$ cat src/rtl/sdram_init_pkg.sv
package sdram_init_pkg;
  // {cs_n, ras_n, cas_n, we_n}
  typedef enum logic [3:0] {
    CMD_NOP = 4'b0111,
    CMD_PRE = 4'b0010,
    CMD_REF = 4'b0001,
    CMD_MRS = 4'b0000
  } sdram_cmd_e;

  typedef enum logic [2:0] {
    PH_WAIT,
    PH_REF,
    PH_MRS,
    PH_MRD,
    PH_READY
  } init_phase_e;
endpackage

$ cat src/rtl/sdram_init_timer.sv
module sdram_init_timer #(
  parameter int TMR_W   = 16,
  parameter int RST_VAL = 100
) (
  input  logic             clk_i,
  input  logic             rst_ni,
  input  logic             load_i,
  input  logic [TMR_W-1:0] load_val_i,
  output logic             zero_o
);
  logic [TMR_W-1:0] cnt_q;

  always_ff @(posedge clk_i or negedge rst_ni) begin
    if (!rst_ni)      cnt_q <= TMR_W'(RST_VAL);
    else if (load_i)  cnt_q <= load_val_i;
    else if (!zero_o) cnt_q <= cnt_q - 1'b1;
  end

  assign zero_o = (cnt_q == '0);

  AST_TMR_HOLD_ZERO: assert property (@(posedge clk_i) disable iff (!rst_ni)
    (zero_o && !load_i) |=> zero_o);
  AST_TMR_COUNTS_DOWN: assert property (@(posedge clk_i) disable iff (!rst_ni)
    (!zero_o && !load_i) |=> (cnt_q == $past(cnt_q) - 1'b1));
endmodule

$ cat src/rtl/sdram_ref_counter.sv
module sdram_ref_counter #(
  parameter int NUM_REF = 8,
  localparam int CNT_W  = $clog2(NUM_REF + 1)
) (
  input  logic clk_i,
  input  logic rst_ni,
  input  logic inc_i,
  output logic last_o
);
  logic [CNT_W-1:0] cnt_q;

  always_ff @(posedge clk_i or negedge rst_ni) begin
    if (!rst_ni)    cnt_q <= '0;
    else if (inc_i) cnt_q <= cnt_q + 1'b1;
  end

  assign last_o = (cnt_q == CNT_W'(NUM_REF - 1));

  AST_REF_LIMIT: assert property (@(posedge clk_i) disable iff (!rst_ni)
    cnt_q <= CNT_W'(NUM_REF));
  AST_REF_NO_WRAP: assert property (@(posedge clk_i) disable iff (!rst_ni)
    (cnt_q == CNT_W'(NUM_REF)) |-> !inc_i);
endmodule

$ cat src/rtl/sdram_mode_word.sv
module sdram_mode_word #(
  parameter int ADDR_W = 11
) (
  input  logic [1:0]        bl_i,
  input  logic              bt_i,
  input  logic [1:0]        cl_i,
  output logic [ADDR_W-1:0] word_o
);
  always_comb begin
    word_o      = '0;
    word_o[2:0] = {1'b0, bl_i};
    word_o[3]   = bt_i;
    word_o[6:4] = {1'b0, cl_i};
  end
endmodule

$ cat src/rtl/sdram_init_seq.sv
module sdram_init_seq
  import sdram_init_pkg::*;
#(
  parameter int CLK_MHZ   = 100,
  parameter int STABLE_US = 500,
  parameter int T_RP      = 3,
  parameter int T_RC      = 7,
  parameter int T_MRD     = 2,
  parameter int NUM_REF   = 8,
  parameter int ADDR_W    = 11,
  parameter int BANK_W    = 1,
  parameter int DQM_W     = 8,
  parameter int AP_BIT    = 10
) (
  input  logic              clk_i,
  input  logic              rst_ni,
  input  logic [1:0]        mode_bl_i,
  input  logic              mode_bt_i,
  input  logic [1:0]        mode_cl_i,
  output logic              cke_o,
  output logic              cs_n_o,
  output logic              ras_n_o,
  output logic              cas_n_o,
  output logic              we_n_o,
  output logic [BANK_W-1:0] ba_o,
  output logic [ADDR_W-1:0] addr_o,
  output logic [DQM_W-1:0]  dqm_o,
  output logic              ready_o
);
  localparam int STABLE_CYC = CLK_MHZ * STABLE_US;
  localparam int MAX_A = (T_RP > T_RC) ? T_RP : T_RC;
  localparam int MAX_B = (MAX_A > T_MRD) ? MAX_A : T_MRD;
  localparam int MAX_W = (STABLE_CYC > MAX_B) ? STABLE_CYC : MAX_B;
  localparam int TMR_W = $clog2(MAX_W + 1);

  init_phase_e      phase_q, phase_d;
  sdram_cmd_e       cmd;
  logic             tmr_load, tmr_zero, ref_inc, ref_last;
  logic [TMR_W-1:0] tmr_val;
  logic [ADDR_W-1:0] mode_word;

  sdram_init_timer #(.TMR_W(TMR_W), .RST_VAL(STABLE_CYC)) u_timer (
    .clk_i, .rst_ni, .load_i(tmr_load), .load_val_i(tmr_val), .zero_o(tmr_zero)
  );

  sdram_ref_counter #(.NUM_REF(NUM_REF)) u_refcnt (
    .clk_i, .rst_ni, .inc_i(ref_inc), .last_o(ref_last)
  );

  sdram_mode_word #(.ADDR_W(ADDR_W)) u_mode (
    .bl_i(mode_bl_i), .bt_i(mode_bt_i), .cl_i(mode_cl_i), .word_o(mode_word)
  );

  always_comb begin
    phase_d  = phase_q;
    cmd      = CMD_NOP;
    tmr_load = 1'b0;
    tmr_val  = '0;
    ref_inc  = 1'b0;
    unique case (phase_q)
      PH_WAIT: if (tmr_zero) begin
        cmd = CMD_PRE; tmr_load = 1'b1; tmr_val = TMR_W'(T_RP - 1); phase_d = PH_REF;
      end
      PH_REF: if (tmr_zero) begin
        cmd = CMD_REF; ref_inc = 1'b1; tmr_load = 1'b1; tmr_val = TMR_W'(T_RC - 1);
        if (ref_last) phase_d = PH_MRS;
      end
      PH_MRS: if (tmr_zero) begin
        cmd = CMD_MRS; tmr_load = 1'b1; tmr_val = TMR_W'(T_MRD - 1); phase_d = PH_MRD;
      end
      PH_MRD: if (tmr_zero) phase_d = PH_READY;
      default: ;
    endcase
  end

  always_ff @(posedge clk_i or negedge rst_ni) begin
    if (!rst_ni) phase_q <= PH_WAIT;
    else         phase_q <= phase_d;
  end

  always_comb begin
    addr_o = '0;
    if (cmd == CMD_PRE)      addr_o[AP_BIT] = 1'b1;
    else if (cmd == CMD_MRS) addr_o = mode_word;
  end

  assign {cs_n_o, ras_n_o, cas_n_o, we_n_o} = cmd;
  assign ba_o    = '0;
  assign cke_o   = 1'b1;
  assign ready_o = (phase_q == PH_READY) || (phase_q == PH_MRD && tmr_zero);
  assign dqm_o   = {DQM_W{~ready_o}};

  AST_MASK_UNTIL_READY: assert property (@(posedge clk_i) disable iff (!rst_ni)
    !ready_o |-> (dqm_o == {DQM_W{1'b1}}));
  AST_PRE_ALL_BANKS: assert property (@(posedge clk_i) disable iff (!rst_ni)
    (cmd == CMD_PRE) |-> addr_o[AP_BIT]);
  AST_MRS_UPPER_ZERO: assert property (@(posedge clk_i) disable iff (!rst_ni)
    (cmd == CMD_MRS) |-> (addr_o[ADDR_W-1:7] == '0));
  AST_READY_STICKY: assert property (@(posedge clk_i) disable iff (!rst_ni)
    ready_o |=> ready_o);
  AST_QUIET_WHEN_READY: assert property (@(posedge clk_i) disable iff (!rst_ni)
    ready_o |-> (cmd == CMD_NOP));
  AST_REF_AFTER_REF_OR_PRE: assert property (@(posedge clk_i) disable iff (!rst_ni)
    (cmd == CMD_REF) |-> (phase_q == PH_REF));
endmodule

$ cat config.mk
export PLATFORM = sky130hd
export DESIGN_NAME = sdram_init_seq
export DESIGN_NICKNAME = d
export VERILOG_FILES = /design/src/rtl/sdram_init_pkg.sv /design/src/rtl/sdram_init_timer.sv /design/src/rtl/sdram_ref_counter.sv /design/src/rtl/sdram_mode_word.sv /design/src/rtl/sdram_init_seq.sv
export SDC_FILE = /design/constraint.sdc
export NUM_CORES = 1
export LEC_CHECK = 0
export CORE_UTILIZATION = 45
export DETAILED_ROUTE_END_ITERATION = 10
export HOLD_SLACK_MARGIN = 0.06
export PLACE_DENSITY = 0.71
export SLEW_MARGIN = 10
export SYNTH_ARGS = -nofsm -noshare
export SYNTH_HDL_FRONTEND = slang
export SYNTH_HIERARCHICAL = 1
export SYNTH_SLANG_ARGS = --single-unit
$ cat constraint.sdc
create_clock -name clk_i -period 3.5 [get_ports clk_i]
set_clock_uncertainty 0.15 [all_clocks]
set_input_delay 0.7 -clock clk_i [delete_from_list [all_inputs] [get_ports clk_i]]
set_output_delay 0.7 -clock clk_i [all_outputs]
set_load 0.005 [all_outputs]
======== Word-level counts from Yosys, hierarchy flattened ========
Index checks and enable logic that the tools add are counted.
word-level totals
  logic and storage cells ................. 48
  memories kept ........................... 0
  bits in latches ......................... 0
  input bits .............................. 7
  output and inout bits ................... 26
  bits in read-only memories .............. 0
  flip-flop bits (word level) ............. 23
  memory bits (writable) .................. 0
cells by class
  magnitude comparators ................... 0
  shift operators ......................... 0
  mux-type cells .......................... 22
  reductions and logical operators ........ 8
  bitwise logic cells ..................... 1
  add/subtract/negate cells ............... 2
  divide/modulo/power cells ............... 0
  eq/ne operators ......................... 12
  $mul .................................... 0
operator list
  cell                                                  count
  two-way mux 16 bit                                    2
  two-way mux 3 bit                                     9
  one-hot mux 3 bit (3 select lines)                    2
  zero test 16 bit                                      1
  subtractor 16 x 1 -> 16 bit (second input constant)   1
  inequality test 2 bit (second input constant)         6
  one-hot mux 3 bit (4 select lines)                    1
  two-way mux 10 bit                                    1
  equality test 3 x 2 -> 1 bit (second input constant)  2
  two-way mux 6 bit                                     1
  AND reduction 6 bit                                   1
  two-way mux 1 bit                                     5
  adder 4 x 1 -> 4 bit (second input constant)          1
  equality test 4 x 2 -> 1 bit (second input constant)  1
  equality test 4 x 3 -> 1 bit (second input constant)  1
  zero test 4 bit                                       1
  nonzero test 4 bit                                    1
  equality test 3 x 1 -> 1 bit (second input constant)  1
  equality test 3 bit (second input constant)           1
  zero test 3 bit                                       1
  OR reduction 3 bit                                    1
  two-way mux 2 bit                                     1
  logical AND 1 bit                                     1
  logical OR 1 bit                                      1
  NOT 1 bit                                             1

======== Depth between registers and ports, before layout ========
Gate-level depths: netlist of run 1.
  depth in word-level cells ............... 6
  mapped depth ............................ 13
  gate-level depth less buffers ........... 10

======== Hierarchy ========
Netlist of run 1, hierarchy kept.
modules (own cells, without submodules)
  module             area an instance (um^2)  seq. area each (um^2)  cells an instance  instances
  sdram_init_timer   970.9                    407.9                  100                1
  sdram_init_seq     411.6                    75.1                   52                 1
  sdram_ref_counter  167.7                    100.1                  13                 1
  sdram_mode_word    86.3                     0.0                    12                 1

======== Worst setup path before layout of run 1 ========
OpenSTA, ideal clock, no wires.
  path type ............................... reg-to-reg
  from .................................... register u_timer.cnt_q[5]
  to ...................................... register u_timer.cnt_q[11]
  path buffers ............................ 3
  cell stages (with the launch flop) ...... 12
  period minus slack after synthesis ...... 3179 ps
  data arrival time ....................... 2892 ps
  data required time ...................... 3213 ps
  slack ................................... 321 ps
  library setup time ...................... 137 ps
  path through ............................ dfrtp_1 > or3_4 > or3_1 > buf_6 > nor3_4 > buf_2 > nor2b_2 > and2_1 > clkinv_1 > clkbuf_1 > mux2i_1 > nor2_1
on the way
  longest elaborated chain between the ends .. 4
  elaborated cells between the ends (all ways) .. 7
  those cells by class .................... add/sub (1); eq/ne (1); mux (4); reduce/logical (1)
RTL lines
  what                                                                          line                                                              RTL
  from (decl)                                                                   sdram_init_timer.sv:11                                            logic [TMR_W-1:0] cnt_q;
  from (signal assigned)                                                        sdram_init_timer.sv:14                                            if (!rst_ni) cnt_q <= TMR_W'(RST_VAL);
  from (signal assigned)                                                        sdram_init_timer.sv:15                                            else if (load_i) cnt_q <= load_val_i;
  from (signal assigned)                                                        sdram_init_timer.sv:16                                            else if (!zero_o) cnt_q <= cnt_q - 1'b1;
  zero test 16 bit (*)                                                          sdram_init_timer.sv:19                                            assign zero_o = (cnt_q == '0);
  via tmr_zero                                                                  sdram_init_seq.sv:38                                              logic tmr_load, tmr_zero, ref_inc, ref_last;
  two-way mux 1 bit (*)                                                         sdram_init_seq.sv:61, sdram_init_seq.sv:64, sdram_init_seq.sv:68
  two-way mux 1 bit (*)                                                         n/a
  via tmr_load                                                                  sdram_init_seq.sv:38
  inequality test 2 bit (no line) / two-way mux 16 bit (equally long branches)  n/a
Mark *: on every way through the listed nets, which the timed path passes. The rest lies on a longest branch. The select of a mux whose other input is x is not followed.
A chain may end at the register's enable or synchronous reset.

======== Worst setup path after layout of run 1 ========
  from .................................... register u_timer.cnt_q[5]
  to ...................................... output port addr_o[0]
on the way
  longest elaborated chain between the ends .. 6
  elaborated cells between the ends (all ways) .. 9
  those cells by class .................... eq/ne (1); mux (6); reduce/logical (2)
RTL lines
  what                                    line                                                              RTL
  zero test 16 bit (*)                    sdram_init_timer.sv:19
  via tmr_zero                            sdram_init_seq.sv:38
  two-way mux 3 bit (on tied branches)    sdram_init_seq.sv:68, sdram_init_seq.sv:61, sdram_init_seq.sv:64
  one-hot mux 3 bit (3 select lines) (*)  sdram_init_seq.sv:60                                              unique case (phase_q)
  zero test 4 bit                         sdram_init_seq.sv:84                                              else if (cmd == CMD_MRS) addr_o = mode_word;
  two-way mux 6 bit                       sdram_init_seq.sv:84
  two-way mux 10 bit (*)                  sdram_init_seq.sv:83                                              if (cmd == CMD_PRE) addr_o[AP_BIT] = 1'b1;
  to (decl)                               sdram_init_seq.sv:26                                              output logic [ADDR_W-1:0] addr_o,
Mark *: on every way through the listed nets, which the timed path passes. The rest lies on a longest branch.

==> flow_summary.yaml, run 1 <==
synth:
  synth_seq_cells: 23
  async_flop_share_pct: 100
  syn_inst: 177
  netlist_area_sq_um: 1640
  ys_top_cells_by_count: "buf_4 (22), dfrtp_1 (17), nand2_1 (16)"
  synth-edff-count: 0
  ys_warn_count: 6
  synthDominantCellAreaShare_pct: 26.0
  yosysSeqAreaShare_pct: 35.6
  synth_flop_cell: "dfrtp_1"
  synth_top_area_cell: "dfrtp_1"
  synth_cell_types: 47
  synth.area.top_cells: "dfrtp_1 (26%), buf_4 (10%), dfstp_2 (9.6%)"
  avgSynthCellArea_sq_um: 9.25
  yosysMostFrequentCell: "buf_4"
timing:
  fin_crit_ns: 3.40
  period_share_pct: 97.1
  rsz0062_at_grt: "false"
  fmax_mhz: 294
  slew_viol_final: 0
  hold_viol_final: 0
  slew_headroom_pct: 31.5
  timing.final.ws_setup_ns: 0.102
  tightest_slew_ns: 1.02
  setup_viol: 0
  whs_ns: 0.346
setup_path:
  critPathSlowestCell: "dfrtp_1"
  start_kind: "register"
  crit_top_cell: "or3_4"
  critical_path_arrival_ns: 2.55
  crit_path_max_fanout: 4
  crit_chain: "or3_4 > or3_4 > nor3_4 > and4bb_2 > buf_4 > and2_1 > dlygate4sd2_1"
  required_ns: 2.65
  cp-startpoint: "u_timer/cnt_q[5]$_DFFE_PN0P_"
  crit-reg2reg-launch: "u_timer/cnt_q[5]$_DFFE_PN0P_"
  endpoint_kind: "output pin"
  cpPeakStageDelay_ns: 0.41
  timing_worst_setup_path_type: "register to output pin"
final_layout:
  fill_cells: 303
  synthToLayoutAreaGrowth_pct: 24.7
  multi_input_area_sq_um: 936
  stdcell_area_sq_um: 2040
  diodes: 0
  layout-drive-gt1-share_pct: 21.4
  final_util_pct: 59.7
  final_cell_count_no_fill: 261
  ff_latch_area_sq_um: 583
  final_nets: 225
placed_design:
  post_dp_cell_area_sq_um: 1850
  pre_cts_ws_ns: 0.142
  hpwl_mm: 2.24
  portBuffers: 24
  dp_cells: 244
  gp_congestion: 0.875
clocking:
  clock-sinks: 23
  cts_tree: "built"
  insertion_delay_ns: 0.32
  htreeDepth: 1
  clkTransAtPathRegs_ns: 0.14
  cts_buffers: 3
  cts_root_buf: "clkbuf_4"
  clk_path_buf_depth: 2
run:
  cap_violations: 0
global_route:
  grt_antenna_before_repair: 0
  grt_pass1_vias: 1218
  grt_usage_pct: 17.5
  grt-ovfl-total: 0
  grt_pass1_wl_mm: 5.46
  grt_max_degree: 24
floorplanning:
  io-pin-count: 33
  initial_core_util_pct: 47.9
  die_w_um: 62.3
  rows: 21
  fp.dieArea_sq_um: 3880
  core_sq_um: 3420
  die_y_um: 62.3
power:
  leakage_nw: 0.922
  power-per-cell-area_nw_per_um2: 215
  vdd_ir_drop_max_uv: 254
routing:
  drc: 0
  viasPerCell: 4.99
  detail-route-antenna-nets: 0
  dr_total_vias: 1302
  drt_pass1_iterations: 4
  drtIter0Drc: 51
  wl_per_cell_um: 12.7
  routed_wl_mm: 3.31
status:
  status: "finished clean"
worst_hold_path:
  min_from: "u_refcnt/cnt_q[3]$_DFFE_PN0P_"
  hp-class: "register to register"
[metrics by stage]
| stage | power (mW) | setup TNS [ns] |
|---|---|---|
| global route | 0.457 | 0 |
| floorplan | 0.308 | 0 |
| CTS | 0.443 | -0.0679 |
| detailed placement | 0.311 | 0 |
| global placement | 0.310 | 0 |
| finish | 0.439 | 0 |
[critical path: cells and delay by family, from the launching register on]
family	cells	cell delay, ns
buffers and inverters	2	0.35
DFF	1	0.41
and+or+nand+nor	5	1.45
[per-layer routing]
| layer | wire [um] | vias up | track usage [%] |
|---|---|---|---|
| li1 | - | 636 | - |
| met1 | 1340 | 615 | 20.0 |
| met2 | 1770 | 37 | 32.6 |
| met3 | 147 | 14 | 4.23 |
| met4 | 49 | 0 | 4.07 |
| met5 | 0 | - | 0 |
[final timing paths]
| check | to | slack (ns) | cells after the start |
|---|---|---|---|
| max | addr_o[0] | 0.10 | 7 |
| min | u_refcnt/cnt_q[3]$_DFFE_PN0P_ | 0.35 | 1 |
| max reg2reg | u_timer/cnt_q[1]$_DFFE_PN0P_ | 0.64 | 10 |
| min reg2reg | u_refcnt/cnt_q[3]$_DFFE_PN0P_ | 0.35 | 1 |
| max in group asynchronous | u_timer/cnt_q[2]$_DFFE_PN0P_ | 1.81 | 1 |
| min in group asynchronous | u_timer/cnt_q[7]$_DFFE_PN0P_ | 0.77 | 1 |
[power breakdown]
part | internal, mW | total, mW | switching, mW
clock network | 0.0437 | 0.130 | 0.0863
registers | 0.274 | 0.280 | 0.00604
logic | 0.0151 | 0.0293 | 0.0142
[cell families after synthesis]
kind of cell             Yosys count  share of synthesized area [%]
multiplexers                       9                           6.12
buffers and inverters             33                           13.3
adder cells (fa/ha/maj)            2                           1.53
AND/OR/NAND/NOR                   72                           25.9
flip-flops                        23                           35.6
AO/OA/AOI/OAI                     19                           8.26
XOR/XNOR                          16                           8.56
other                              3                          0.688
[registers in the layout, indices dropped and copies added, names as in the netlist]
| register | flops |
|---|---|
| u_refcnt/cnt_q | 4 |
| u_timer/cnt_q | 16 |
| phase_q | 3 |
[area by class of cell]
class                      instances  area share [%]
multi-input combinational        140            45.9
inverter                           5           0.920
timing repair buffer              43            20.4
sequential                        23            28.6
clock inverter                     1           0.368
tap                               46            2.82
clock buffer                       3            1.10
[layout by cell type (no fill, tap or decap), types with 6 or more instances in the layout]
master           instances
and2_1                  11
dfrtp_1                 17
conb_1                  22
xnor2_1                 14
nand2_1                 16
clkdlybuf4s50_1          6
dfstp_2                  6
nor2_1                  13
dlymetal6s2s_1          13
buf_4                   18
[timing repair]
action	4_1_cts	5_1_grt
hold buffers	0	0
pin swaps	2	2
buffers inserted	6	7
endpoints found under the setup margin	18	14
gates resized for setup	8	22
(Power assumes the default switching activity.)
==> inputs of run 2 (changes only) <==
--- a/config.mk
+++ b/config.mk
@@ -7,8 +7,11 @@
 export LEC_CHECK = 0
 export CORE_UTILIZATION = 45
 export DETAILED_ROUTE_END_ITERATION = 10
+export GPL_ROUTABILITY_DRIVEN = 1
+export GPL_TIMING_DRIVEN = 0
 export HOLD_SLACK_MARGIN = 0.06
 export PLACE_DENSITY = 0.71
+export SKIP_LAST_GASP = 1
 export SLEW_MARGIN = 10
 export SYNTH_ARGS = -nofsm -noshare
 export SYNTH_HDL_FRONTEND = slang
==> run 2 against run 1 <==
Routed wire length is 7.2% higher. Cell area increased by 6.1%. Die area did not move. First-iteration DRC count fell by 47%. Sequential power hardly changed. Via count unchanged. Combinational power up 23%. Register-to-register slack lost 0.45 ns. Critical path depth is the same.
==> flow_summary.yaml, run 2 (synthesis gave the netlist of run 1 again) <==
status:
  status: "finished clean"
timing:
  slew_viol_final: 0
  setup_viol: 0
  fin_crit_ns: 3.46
  rsz0062_at_grt: "true"
  fmax_mhz: 289
  slew_headroom_pct: 30.5
  whs_ns: 0.337
  period_share_pct: 98.8
  tns_ns: 0
  hold_viol_final: 0
  tightest_slew_ns: 1.04
final_layout:
  layout_commonest_cell: "buf_4"
  largest_reg_flops: 16
  synthToLayoutAreaGrowth_pct: 32.3
  final_nets: 242
  layout_common_cells: "buf_4 (29), conb_1 (22), dfrtp_1 (17)"
  largestRegisters: "u_timer/cnt_q x16, u_refcnt/cnt_q x4, phase_q x3"
  ff_latch_area_sq_um: 583
  multi_input_area_sq_um: 963
  final_cell_count_no_fill: 278
  fill_cells: 293
  diodes: 0
  final_util_pct: 63.4
  layout-drive-gt1-share_pct: 30.6
  top_register: "u_timer/cnt_q"
floorplanning:
  die_y_um: 62.3
  core_sq_um: 3420
  io-pin-count: 33
  rows: 21
  initial_core_util_pct: 47.9
  die_w_um: 62.3
  fp.dieArea_sq_um: 3880
worst_hold_path:
  hp-class: "register to register"
  min_path_cells: 1
setup_path:
  timing_worst_setup_path_type: "register to output pin"
  critPathSlowestCell: "dfrtp_1"
  endpoint_kind: "output pin"
  reg2reg_to: "u_timer/cnt_q[11]$_DFFE_PN0P_"
  crit_chain: "or3_4 > or3_4 > nor3_4 > buf_6 > buf_4 > or3b_1 > dlygate4sd2_1"
  crit-reg2reg-launch: "u_timer/cnt_q[5]$_DFFE_PN0P_"
  start_kind: "register"
  critical_path_arrival_ns: 2.61
  cpPeakStageDelay_ns: 0.41
  r2r_slack_ns: 0.19
  required_ns: 2.65
  crit_path_max_fanout: 4
  reg2reg_depth: 12
  cp-startpoint: "u_timer/cnt_q[5]$_DFFE_PN0P_"
  crit_top_cell: "or3_4"
  crit_end: "we_n_o"
routing:
  drt_pass1_iterations: 4
  drtIter0Drc: 27
  detail-route-antenna-nets: 0
  dr_total_vias: 1302
  viasPerCell: 4.68
  routed_wl_mm: 3.55
  wl_per_cell_um: 12.8
  drc: 0
global_route:
  grt_antenna_before_repair: 0
  grt_max_degree: 24
  grt_usage_pct: 18.6
  grt_pass1_wl_mm: 5.73
  grt_pass1_vias: 1220
  grt-ovfl-total: 0
clocking:
  htreeDepth: 1
  clk_path_buf_depth: 2
  postCtsHoldBufs: 0
  clkTransAtPathRegs_ns: 0.14
  insertion_delay_ns: 0.31
  clock-sinks: 23
  cts_root_buf: "clkbuf_4"
  cts_tree: "built"
  cts_buffers: 3
power:
  power-per-cell-area_nw_per_um2: 205
  leakage_nw: 1.01
  vdd_ir_drop_max_uv: 184
placed_design:
  hpwl_mm: 2.18
  gp_congestion: 0.815
  portBuffers: 19
  dp_cells: 261
run:
  cap_violations: 0
==> run 2: cell types whose count changed in the layout (fill, tap and decap cells not counted), moves of 2 or more <==
cell             previous run  this run
buf_6                       1         8
buf_2                       0         3
dlymetal6s2s_1             13         6
clkbuf_2                    0         2
clkbuf_1                    0         2
buf_4                      18        29
clkdlybuf4s15_1             2         0
==> run 2: critical path, delay by kind of cell, from the launching register on <==
| kind | cells | cell delay, ns |
|---|---|---|
| AND/OR/NAND/NOR | 4 | 1.34 |
| buffers and inverters | 3 | 0.54 |
| flip-flops | 1 | 0.41 |
==> run 2: area by class of cell <==
| type | count | area share, % |
|---|---|---|
| multi-input combinational | 140 | 44.5 |
| sequential | 23 | 26.9 |
| timing repair buffer | 33 | 13.6 |
| buffer | 27 | 10.0 |
| tap | 46 | 2.66 |
| clock buffer | 3 | 1.04 |
| inverter | 5 | 1.04 |
| clock inverter | 1 | 0.231 |
==> run 2: timing repair <==
action	CTS	global route
gates resized for setup	20	22
endpoints found under the hold margin	0	0
setup buffers	11	4
endpoints found under the setup margin	26	20
pin swaps	3	2
==> run 2: where the power goes <==
part | switching [mW] | internal, mW
Sequential | 0.00548 | 0.274
Clock | 0.0859 | 0.0427
Combinational | 0.0158 | 0.0201
Total | 0.107 | 0.336
==> run 2: how the worst min path moves through the flow <==
stage | startpoint | to | slack [ns]
6_report | u_refcnt/cnt_q[3]$_DFFE_PN0P_ | u_refcnt/cnt_q[3]$_DFFE_PN0P_ | 0.34
5_1_grt | u_refcnt/cnt_q[3]$_DFFE_PN0P_ | u_refcnt/cnt_q[3]$_DFFE_PN0P_ | 0.35
4_1_cts | u_refcnt/cnt_q[3]$_DFFE_PN0P_ | u_refcnt/cnt_q[3]$_DFFE_PN0P_ | 0.34
3_5_place_dp | u_refcnt/cnt_q[3]$_DFFE_PN0P_ | u_refcnt/cnt_q[3]$_DFFE_PN0P_ | 0.32
3_3_place_gp | u_refcnt/cnt_q[3]$_DFFE_PN0P_ | u_refcnt/cnt_q[3]$_DFFE_PN0P_ | 0.31
2_1_floorplan | rst_ni | phase_q[0]$_DFFE_PN0P_ | 0.25
==> run 2: metrics by stage <==
stage	total power [mW]	cell area (sq um)	worst slack (ns)
final	0.444	2160	0.0434
after global routing	0.466	2160	-0.0593
after CTS	0.445	2080	-0.0702
after detailed placement	0.317	1960	-0.242
after global placement	0.316	1960	-0.224
after floorplan	0.308	1710	0.321
==> run 2: layer usage <==
metal	vias to the layer above	track usage, %	part of all wire (%)
li1	669	-	-
met1	607	24.3	44
met2	24	32.4	53
met3	2	3.49	3.0
met4	0	2.62	0.48
met5	-	0	0
